### src/rtl/bsz_pkg.sv
package bsz_pkg;
  typedef enum logic [1:0] {ST_IDLE, ST_XFER, ST_DONE} bsz_state_e;

  function automatic logic [1:0] min_log(input logic [1:0] a, input logic [1:0] b);
    return (a < b) ? a : b;
  endfunction
endpackage

### src/rtl/bsz_ctrl.sv
module bsz_ctrl
  import bsz_pkg::*;
#(
  parameter int unsigned DATA_W = 32,
  localparam int unsigned NB = DATA_W / 8,
  localparam int unsigned AW = $clog2(NB)
) (
  input  logic              clk_i,
  input  logic              rst_ni,
  input  logic              req_valid_i,
  input  logic              req_write_i,
  input  logic [1:0]        req_size_i,
  input  logic [AW-1:0]     req_addr_i,
  input  logic [DATA_W-1:0] req_wdata_i,
  input  logic [1:0]        tgt_width_i,
  input  logic [1:0]        bus_mode_i,
  input  logic              big_endian_i,
  input  logic              ext_ready_i,
  output bsz_state_e        state_o,
  output logic [AW-1:0]     cnt_o,
  output logic              r_write_o,
  output logic [1:0]        r_size_o,
  output logic [AW-1:0]     r_addr_o,
  output logic [DATA_W-1:0] r_wdata_o,
  output logic [1:0]        r_tw_o,
  output logic              r_be_o,
  output logic              r_err_o,
  output logic              accept_o,
  output logic              capture_o
);
  localparam logic [1:0] MAX_LOG = 2'(AW);

  bsz_state_e        state_q;
  logic [AW-1:0]     cnt_q;
  logic              write_q, be_q, err_q;
  logic [1:0]        size_q, tw_q;
  logic [AW-1:0]     addr_q;
  logic [DATA_W-1:0] wdata_q;

  logic [1:0] max_tw, step_log, n_log;
  logic [AW:0] n_xfer;
  logic bad_cfg, last;

  assign max_tw   = (bus_mode_i == 2'b01) ? MAX_LOG : MAX_LOG - 2'd1;
  assign bad_cfg  = (req_size_i > MAX_LOG) || (tgt_width_i > max_tw);
  assign accept_o = (state_q == ST_IDLE) && req_valid_i;

  assign step_log = min_log(size_q, tw_q);
  assign n_log    = size_q - step_log;
  assign n_xfer   = (AW+1)'(1) << n_log;
  assign last     = (({1'b0, cnt_q} + (AW+1)'(1)) == n_xfer);
  assign capture_o = (state_q == ST_XFER) && ext_ready_i;

  always_ff @(posedge clk_i or negedge rst_ni) begin
    if (!rst_ni) begin
      state_q <= ST_IDLE;
      cnt_q   <= '0;
      write_q <= 1'b0;
      be_q    <= 1'b0;
      err_q   <= 1'b0;
      size_q  <= '0;
      tw_q    <= '0;
      addr_q  <= '0;
      wdata_q <= '0;
    end else begin
      unique case (state_q)
        ST_IDLE: if (accept_o) begin
          write_q <= req_write_i;
          be_q    <= big_endian_i;
          size_q  <= req_size_i;
          tw_q    <= tgt_width_i;
          addr_q  <= req_addr_i;
          wdata_q <= req_wdata_i;
          err_q   <= bad_cfg;
          cnt_q   <= '0;
          state_q <= bad_cfg ? ST_DONE : ST_XFER;
        end
        ST_XFER: if (ext_ready_i) begin
          if (last) state_q <= ST_DONE;
          else      cnt_q   <= cnt_q + AW'(1);
        end
        ST_DONE: state_q <= ST_IDLE;
        default: state_q <= ST_IDLE;
      endcase
    end
  end

  assign state_o   = state_q;
  assign cnt_o     = cnt_q;
  assign r_write_o = write_q;
  assign r_size_o  = size_q;
  assign r_addr_o  = addr_q;
  assign r_wdata_o = wdata_q;
  assign r_tw_o    = tw_q;
  assign r_be_o    = be_q;
  assign r_err_o   = err_q;
endmodule

### src/rtl/bsz_lane_map.sv
module bsz_lane_map
  import bsz_pkg::*;
#(
  parameter int unsigned DATA_W = 32,
  localparam int unsigned NB = DATA_W / 8,
  localparam int unsigned AW = $clog2(NB)
) (
  input  logic                  active_i,
  input  logic                  write_i,
  input  logic                  be_i,
  input  logic [1:0]            size_i,
  input  logic [1:0]            tw_i,
  input  logic [AW-1:0]         addr_i,
  input  logic [AW-1:0]         cnt_i,
  input  logic [DATA_W-1:0]     wdata_i,
  output logic [AW-1:0]         ext_addr_o,
  output logic [DATA_W-1:0]     ext_wdata_o,
  output logic [NB-1:0]         ext_wstrb_no,
  output logic [NB-1:0]         hit_o,
  output logic [NB-1:0][AW-1:0] src_o
);
  logic [1:0]    step_log;
  logic [AW:0]   acc_n, tgt_n, step_n;
  logic [AW-1:0] start, tmask, base;

  assign step_log = min_log(size_i, tw_i);
  assign acc_n    = (AW+1)'(1) << size_i;
  assign tgt_n    = (AW+1)'(1) << tw_i;
  assign step_n   = (AW+1)'(1) << step_log;
  assign start    = addr_i & ~(acc_n[AW-1:0] - AW'(1));
  assign tmask    = tgt_n[AW-1:0] - AW'(1);
  assign base     = start + (cnt_i << step_log);

  always_comb begin
    logic [AW-1:0] b, el, il;
    ext_wdata_o  = '0;
    ext_wstrb_no = '1;
    hit_o        = '0;
    src_o        = '0;
    ext_addr_o   = active_i ? base : '0;
    for (int j = 0; j < NB; j++) begin
      b  = base + AW'(j);
      el = b & tmask;
      il = be_i ? ~b : b;  // big-endian mirrors lane index
      if (active_i && ((AW+1)'(j) < step_n)) begin
        hit_o[il] = 1'b1;
        src_o[il] = el;
        if (write_i) begin
          ext_wdata_o[int'(el)*8 +: 8] = wdata_i[int'(il)*8 +: 8];
          ext_wstrb_no[el] = 1'b0;
        end
      end
    end
  end
endmodule

### src/rtl/bsz_rd_asm.sv
module bsz_rd_asm #(
  parameter int unsigned DATA_W = 32,
  localparam int unsigned NB = DATA_W / 8,
  localparam int unsigned AW = $clog2(NB)
) (
  input  logic                  clk_i,
  input  logic                  rst_ni,
  input  logic                  clear_i,
  input  logic                  capture_i,
  input  logic [NB-1:0]         hit_i,
  input  logic [NB-1:0][AW-1:0] src_i,
  input  logic [DATA_W-1:0]     ext_rdata_i,
  output logic [DATA_W-1:0]     rdata_o
);
  for (genvar i = 0; i < NB; i++) begin : g_lane
    logic [7:0] lane_q;
    always_ff @(posedge clk_i or negedge rst_ni) begin
      if (!rst_ni)                   lane_q <= '0;
      else if (clear_i)              lane_q <= '0;
      else if (capture_i && hit_i[i]) lane_q <= ext_rdata_i[int'(src_i[i])*8 +: 8];
    end
    assign rdata_o[i*8 +: 8] = lane_q;
  end
endmodule

### src/rtl/bus_sizer.sv
module bus_sizer
  import bsz_pkg::*;
#(
  parameter int unsigned DATA_W = 32,
  localparam int unsigned NB = DATA_W / 8,
  localparam int unsigned AW = $clog2(NB)
) (
  input  logic              clk_i,
  input  logic              rst_ni,
  input  logic              big_endian_i,
  input  logic [1:0]        bus_mode_i,
  input  logic [1:0]        tgt_width_i,
  input  logic              req_valid_i,
  input  logic              req_write_i,
  input  logic [1:0]        req_size_i,
  input  logic [AW-1:0]     req_addr_i,
  input  logic [DATA_W-1:0] req_wdata_i,
  output logic              req_ready_o,
  output logic              req_err_o,
  output logic [DATA_W-1:0] req_rdata_o,
  output logic              ext_valid_o,
  input  logic              ext_ready_i,
  output logic [AW-1:0]     ext_addr_o,
  output logic [DATA_W-1:0] ext_wdata_o,
  output logic [NB-1:0]     ext_wstrb_no,
  input  logic [DATA_W-1:0] ext_rdata_i
);
  bsz_state_e        state;
  logic [AW-1:0]     cnt, r_addr;
  logic              r_write, r_be, r_err, accept, capture;
  logic [1:0]        r_size, r_tw;
  logic [DATA_W-1:0] r_wdata;
  logic [NB-1:0]     hit;
  logic [NB-1:0][AW-1:0] src;

  bsz_ctrl #(.DATA_W(DATA_W)) u_ctrl (
    .clk_i, .rst_ni, .req_valid_i, .req_write_i, .req_size_i, .req_addr_i,
    .req_wdata_i, .tgt_width_i, .bus_mode_i, .big_endian_i, .ext_ready_i,
    .state_o(state), .cnt_o(cnt), .r_write_o(r_write), .r_size_o(r_size),
    .r_addr_o(r_addr), .r_wdata_o(r_wdata), .r_tw_o(r_tw), .r_be_o(r_be),
    .r_err_o(r_err), .accept_o(accept), .capture_o(capture)
  );

  assign ext_valid_o = (state == ST_XFER);
  assign req_ready_o = (state == ST_DONE);
  assign req_err_o   = req_ready_o && r_err;

  bsz_lane_map #(.DATA_W(DATA_W)) u_map (
    .active_i(ext_valid_o), .write_i(r_write), .be_i(r_be), .size_i(r_size),
    .tw_i(r_tw), .addr_i(r_addr), .cnt_i(cnt), .wdata_i(r_wdata),
    .ext_addr_o, .ext_wdata_o, .ext_wstrb_no, .hit_o(hit), .src_o(src)
  );

  bsz_rd_asm #(.DATA_W(DATA_W)) u_rd (
    .clk_i, .rst_ni, .clear_i(accept), .capture_i(capture && !r_write),
    .hit_i(hit), .src_i(src), .ext_rdata_i, .rdata_o(req_rdata_o)
  );
endmodule

### config.mk
export PLATFORM = sky130hd
export DESIGN_NAME = bus_sizer
export DESIGN_NICKNAME = d
export VERILOG_FILES = /design/src/rtl/bsz_pkg.sv /design/src/rtl/bsz_ctrl.sv /design/src/rtl/bsz_lane_map.sv /design/src/rtl/bsz_rd_asm.sv /design/src/rtl/bus_sizer.sv
export SDC_FILE = /design/constraint.sdc
export NUM_CORES = 1
export LEC_CHECK = 0
export ABC_CLOCK_PERIOD_IN_PS = 4760
export BUFFER_PORTS_ARGS = -buffer_cell sky130_fd_sc_hd__buf_2
export CORE_MARGIN = 2
export CORE_UTILIZATION = 52
export CTS_CLUSTER_SIZE = 8
export DETAILED_ROUTE_END_ITERATION = 12
export GPL_TIMING_DRIVEN = 1
export PLACE_DENSITY = 0.79
export RECOVER_POWER = 50
export SLEW_MARGIN = 0
export SYNTH_ARGS = -nofsm -noshare
export SYNTH_HDL_FRONTEND = slang
export SYNTH_SLANG_ARGS = --single-unit
### constraint.sdc
create_clock -name clk_i -period 4.76 [get_ports clk_i]
set_input_delay 0.476 -clock clk_i [delete_from_list [all_inputs] [get_ports clk_i]]
set_output_delay 0.476 -clock clk_i [all_outputs]
set_load 0.005 [all_outputs]
==> results of run 1 <==
## final cells by class
| class | instances | area share |
|---|---|---|
| Multi-Input combinational cell | 863 | 0.618 |
| Sequential cell | 77 | 0.202 |
| Clock buffer | 10 | 0.0250 |
| Clock inverter | 6 | 0.00721 |
| Inverter | 24 | 0.0103 |
| Tap cell | 188 | 0.0246 |
| Timing Repair Buffer | 195 | 0.113 |
## per-stage QoR
stage	setup TNS (ps)	cells
floorplan	0	1020
CTS	-35.5	1358
global route	-491	1363
global placement	0	1335
detailed placement	0	1335
finish	0	1363
## repair_timing
item                       CTS  global route
pin swaps                    4             9
hold endpoints to repair     0             0
buffers inserted             7             5
setup endpoints to repair   27            31
cloned                       0             0
gates resized for setup     17            37
## cell families (layout without fill, tap and decap cells)
logic type | Yosys count | in the layout | synth area share
flip-flops | 77 | 77 | 0.242
buffers and inverters | 80 | 235 | 0.0460
AO/OA/AOI/OAI | 317 | 317 | 0.269
AND/OR/NAND/NOR | 406 | 406 | 0.247
adder cells (fa/ha/maj) | 39 | 39 | 0.0612
XOR/XNOR | 6 | 6 | 0.0110
multiplexers | 95 | 95 | 0.124
## Yosys cell counts, types with 22 or more instances
| cell type | instances |
|---|---|
| dfrtp_1 | 77 |
| nand2_1 | 177 |
| inv_1 | 22 |
| o221ai_1 | 31 |
| o21ai_0 | 68 |
| a221oi_1 | 26 |
| mux2i_1 | 74 |
| a21oi_1 | 65 |
| ha_1 | 39 |
| nor2_1 | 61 |
| nand3_1 | 50 |
| o22ai_1 | 30 |
| clkbuf_1 | 26 |
## state kept, by name, indices dropped and copies added (netlist names)
register	flops
u_ctrl.r_wdata_o	32
u_rd.g_lane.lane_q	32
u_ctrl.cnt_o	2
u_ctrl.r_addr_o	2
u_ctrl.r_size_o	2
u_ctrl.r_tw_o	2
u_ctrl.state_o	2
u_ctrl.r_be_o	1
u_ctrl.r_err_o	1
u_ctrl.r_write_o	1
## power breakdown
group          leakage, nW  internal, mW  switching (mW)
Clock                0.149         0.424           0.297
Combinational         3.08          2.22            3.88
Sequential            1.00         0.898           0.322
Total                 4.23          3.54            4.50
## final timing paths
path | end | slack (ps) | cells after the start
hold / removal | u_ctrl.r_wdata_o[9] | 320 | 3
setup / recovery | ext_wdata_o[6] | 40 | 16
hold reg to reg | u_rd.g_lane[3].lane_q[5] | 500 | 2
max in group asynchronous | u_ctrl.r_wdata_o[6] | 2940 | 1
min in group asynchronous | u_rd.g_lane[1].lane_q[5] | 650 | 1
setup reg to reg | u_rd.g_lane[3].lane_q[1] | 600 | 14
## worst reg2reg max path: stages (launching register included)
cell	delay, ps
dfrtp_1	380
clkinv_2	100
ha_4	280
nor2_1	50
o22a_1	190
nor3b_2	230
ha_4	250
buf_12	170
nor2b_1	500
nor2_1	90
o21ai_0	550
nor2_1	80
a211oi_1	950
nand2_1	140
o221ai_1	110
## layer usage
layer  vias up  part of all wire  global-route usage
met1      4267              0.42               0.501
li1       4106                 -                   -
met4         2             0.033               0.123
met3        84              0.10              0.0764
met2       584              0.45               0.559
met5         -           0.00044                   0
==> metrics.cfg, run 1 <==
[routing]
drtAntennaViolNets=0
vias_per_cell=6.63
drc=0
avgRoutedWirePerCell_um=21.7
firstDrtPassIters=6
vias=9043
drtIter0Drc=1176
wirelength_um=29600

[timing]
fin_hold_ws_ps=318
setup_slack_ps=44.3
worst-slew-pin-transition_ps=1930
drv_slew=122
max_freq_ghz=0.212
skew_ps=9.45
hold_violations=0
setup_violations=0
fin_crit_ps=4720
relSlewSlack=-0.289
period_share=0.991

[global_route]
track_usage=0.361
grt_pass1_wl_um=46600
grt_pass1_vias=8514
grt_max_degree=78
grt_overflow=0
antenna_found_initial=2

[logic_synthesis]
ys_warn_count=0
synth_seq_cells=77
syn_area_per_cell_um2=7.82
syn-cell-area_mm2=0.00798
synth_edf_count=0
yosys-top-cells-area=dfrtp_1, mux2i_1, nand2_1
synth_cells=1020
async_flop_share=1.00
ys.flop_type=dfrtp_1
ys_seq_area_frac=0.242
synth_top_area_cell=dfrtp_1
ys_types=77
synth_top_area_frac=0.242
synth_nets=1137

[cts]
holdBufCountCts=0
cts_tree=built
htree_levels=3
cts.sinks=77
cts-root-buf=clkbuf_16
cts-buffers-inserted=9
insertion_delay_ps=350
path_clk_slew_ps=70
clk_path_buf_depth=2

[cells_and_area]
area_delta_synth_final_pct=19.7
antenna_cells=0
final_common_cell=nand2_1
fin_util=0.633
fin_nets=1287
fillers=1346
final_cell_mix=nand2_1, buf_2, dfrtp_1
stdcell_area_mm2=0.00955
multi_input_area_mm2=0.00590
drive_gt1_frac=0.240
ff_latch_area_mm2=0.00193

[worst_setup_path]
slowest_stage=o2111ai_1
r2r-start=u_ctrl.r_tw_o[1]
end_kind=primary output
crit_required_ps=4280
cp-start-kind=register
arrival_ps=4240
startpoint=u_ctrl.r_tw_o[1]
crit_buf_inv=4
critPathTopFamily=compound AO/OA/AOI/OAI gates
cpPeakStageDelay_ps=530
crit_fanout=30
crit_path_cell_trace=clkinv_2 -> ha_4 -> nor2_1 -> o22a_1 -> nor3b_2 -> ha_4 -> buf_4 -> xnor2_1 -> a21oi_1 -> nor2_2 -> buf_4 -> mux2_2 -> o2111ai_1 -> o311ai_1 -> o31a_1 -> buf_2
worst-setup-path-type=reg2out

[power_and_ir_drop]
peakVddDrop_uv=561
power_mw=8.04
power_density_mw_per_mm2=842
leakage_nw=4.23

[placement]
portBuffers=150
gp_congestion=0.992
place.detailed.hpwl_um=22300
placed_area_mm2=0.00896
dp_slack_ps=111

[outcome]
violations=max-capacitance violations, max-slew violations
status=complete, but fails checks

[floorplanning]
die_h_um=128
start_util=0.529
core_area_mm2=0.0151
die-area_mm2=0.0163
rows=45
fp.dieW_um=128
ios=151

[job]
drv_cap=2

[hold_path]
hold_path.startpoint=req_wdata_i[9]
hp-class=in2reg

Note: power is estimated with default switching activity, not from simulation.
==> inputs of run 2 (changes only) <==
--- a/config.mk
+++ b/config.mk
@@ -6,12 +6,12 @@
 export NUM_CORES = 1
 export LEC_CHECK = 0
 export ABC_CLOCK_PERIOD_IN_PS = 4760
-export BUFFER_PORTS_ARGS = -buffer_cell sky130_fd_sc_hd__buf_2
+export BUFFER_PORTS_ARGS = -buffer_cell sky130_fd_sc_hd__clkbuf_2
 export CORE_MARGIN = 2
 export CORE_UTILIZATION = 52
 export CTS_CLUSTER_SIZE = 8
 export DETAILED_ROUTE_END_ITERATION = 12
-export GPL_TIMING_DRIVEN = 1
+export GPL_TIMING_DRIVEN = 0
 export PLACE_DENSITY = 0.79
 export RECOVER_POWER = 50
 export SLEW_MARGIN = 0
==> metrics.cfg, run 2 (synthesis gave the netlist of run 1 again) <==
[worst_setup_path]
crit_fanout=7  ; was 30
startpoint=u_ctrl.r_tw_o[1]  ; unchanged
crit_required_ps=4280  ; about the same
r2r-start=u_ctrl.r_tw_o[1]  ; unchanged
worst-setup-path-type=reg2out  ; unchanged
reg2reg_slack_ps=590  ; was 600 ps
arrival_ps=4310  ; was 4240 ps
cp-start-kind=register  ; unchanged
end_kind=primary output  ; unchanged

[routing]
wirelength_um=31200  ; was 29,600 µm
drtIter0Drc=1177  ; was 1,176
drc=1  ; was 0
drtAntennaViolNets=0  ; unchanged
vias_per_cell=6.73  ; was 6.63
avgRoutedWirePerCell_um=21.9  ; was 21.7 µm
vias=9570  ; was 9,043
firstDrtPassIters=10  ; was 6

[timing]
setup_violations=2  ; was 0
worst-slew-pin-transition_ps=3200  ; was 1930 ps
fin_crit_ps=4790  ; was 4720 ps
fin_tns_setup_ps=-33.7  ; was 0 ps
rsz0062_at_grt=true
period_share=1.01  ; was 0.991
fin_hold_ws_ps=291  ; was 318 ps
setup_slack_ps=-27.1  ; was 44.3 ps
skew_ps=7.81  ; was 9.45 ps
relSlewSlack=-1.14  ; was -0.289
drv_slew=60  ; was 122
max_freq_ghz=0.209  ; was 0.212 GHz
hold_violations=0  ; unchanged

[power_and_ir_drop]
power_frac_seq=0.135  ; was 0.152
leakage_nw=4.52  ; was 4.23 nW
power_density_mw_per_mm2=876  ; was 842 mW/mm²
peakVddDrop_uv=455  ; was 561 µV
pwr-share-comb=0.793  ; was 0.759
internal_power_mw=3.97  ; was 3.54 mW
swShare=0.559  ; was 0.560
switching_power_mw=5.02  ; was 4.50 mW
pwr-share-clk=0.072  ; was 0.090

[global_route]
grt_pass1_vias=8688  ; was 8,514
grtUsageMet2=0.570  ; was 0.559
grt_pass1_wl_um=47500  ; was 46,600 µm
track_usage=0.368  ; was 0.361
grt-busiest-layer=met2  ; unchanged
grt_overflow=0  ; unchanged
met3_usage=0.0655  ; was 0.0764
grt_max_degree=60  ; was 78
antenna_found_initial=0  ; was 2
met1_usage=0.505  ; was 0.501

[hold_path]
hp-class=in2async  ; was in2reg

[cells_and_area]
final_cell_mix=nand2_1, clkbuf_2, dfrtp_1  ; was nand2_1, buf_2, dfrtp_1
fin_nets=1347  ; was 1,287
area_delta_synth_final_pct=28.7  ; was 19.7%
final_common_cell=nand2_1  ; unchanged
stdcell_area_mm2=0.0103  ; was 0.00955 mm²
antenna_cells=0  ; unchanged
drive_gt1_frac=0.302  ; was 0.240

[floorplanning]
core_area_mm2=0.0151  ; unchanged
ios=151  ; unchanged
start_util=0.529  ; unchanged
die_h_um=128  ; unchanged
rows=45  ; unchanged
die-area_mm2=0.0163  ; unchanged
fp.dieW_um=128  ; unchanged

[cts]
cts-root-buf=clkbuf_16  ; unchanged
htree_levels=3  ; unchanged
cts.sinks=77  ; unchanged
cts_tree=built  ; unchanged
insertion_delay_ps=340  ; was 350 ps
path_clk_slew_ps=60  ; was 70 ps
cts-buffers-inserted=9  ; unchanged
clk_path_buf_depth=2  ; unchanged

[placement]
portBuffers=150  ; unchanged
gp_congestion=1.00  ; was 0.992
placed_area_mm2=0.00901  ; was 0.00896 mm²
dp_slack_ps=-1200  ; was 111 ps
place.detailed.hpwl_um=22800  ; was 22,300 µm

[outcome]
status=complete, but fails checks  ; unchanged
violations=design-rule violations, max-capacitance violations, max-slew violations, negative setup slack  ; was max-capacitance violations, max-slew violations

[job]
drv_cap=1  ; was 2

-- run 2: cell types whose count changed in the layout (fill, tap and decap cells not counted), moves of 13 or more --
cell      delta
buf_2      -115
clkbuf_1    +13
clkbuf_2   +134
o21ai_0     -13
buf_4       +16
-- run 2: per-layer routing --
| layer | vias up | wire length, µm |
|---|---|---|
| met5 | - | 0 |
| met1 | 4523 | 12600 |
| li1 | 4239 | - |
| met2 | 653 | 13900 |
| met3 | 155 | 3130 |
| met4 | 0 | 1580 |
-- run 2: final timing paths --
kind,end,cells after the start
max in group asynchronous,u_ctrl.r_wdata_o[0],2
min,u_rd.g_lane[1].lane_q[6],1
max,ext_wdata_o[5],18
min in group clk_i,u_ctrl.r_wdata_o[19],3
min reg2reg,u_rd.g_lane[3].lane_q[6],2
max reg2reg,u_rd.g_lane[3].lane_q[2],15
-- run 2: final cells by class --
cell class,count,area (µm²)
Multi-Input combinational cell,863,6250
Fill cell,1227,4830
Sequential cell,77,1930
Timing Repair Buffer,206,1170
Buffer,49,299
Clock buffer,11,243
Tap cell,188,235
Inverter,24,105
Clock inverter,5,33.8
-- run 2: power groups by stage --
stage	clock (mW)	combinational (mW)	sequential [mW]
after CTS	0.653	6.23	1.19
final	0.646	7.13	1.22
after floorplan	0	3.95	1.09
after detailed placement	0	5.45	1.20
after global routing	0.682	7.47	1.24
after global placement	0	5.37	1.19
-- run 2: critical path: stages, from the launching register on --
cell      delay (ps)
dfrtp_1          380
buf_8            130
clkinv_8          50
ha_4             230
buf_4            140
nor3b_2          160
a211o_2          350
nor2_4           130
xnor3_2          460
buf_4            170
nor2_4           190
inv_1            130
ha_1             250
a21oi_4          200
nand3_1          290
nor2_1           200
a221oi_1          70
a22oi_1          270
clkbuf_2         170
-- run 2: per-stage QoR --
stage / std cells / util / total power [mW]
floorplan: 1020 / - / 5.04
global placement: 1358 / 0.595 / 6.56
detailed placement: 1359 / 0.597 / 6.65
CTS: 1399 / 0.654 / 8.08
global route: 1423 / 0.680 / 9.39
finish: 1423 / 0.680 / 8.99
-- run 2: repair_timing --
action,CTS,global route
gates resized for setup,85,78
hold buffers,0,0
pin swaps,20,32
endpoints found under the setup margin,36,32
buffers inserted,30,25
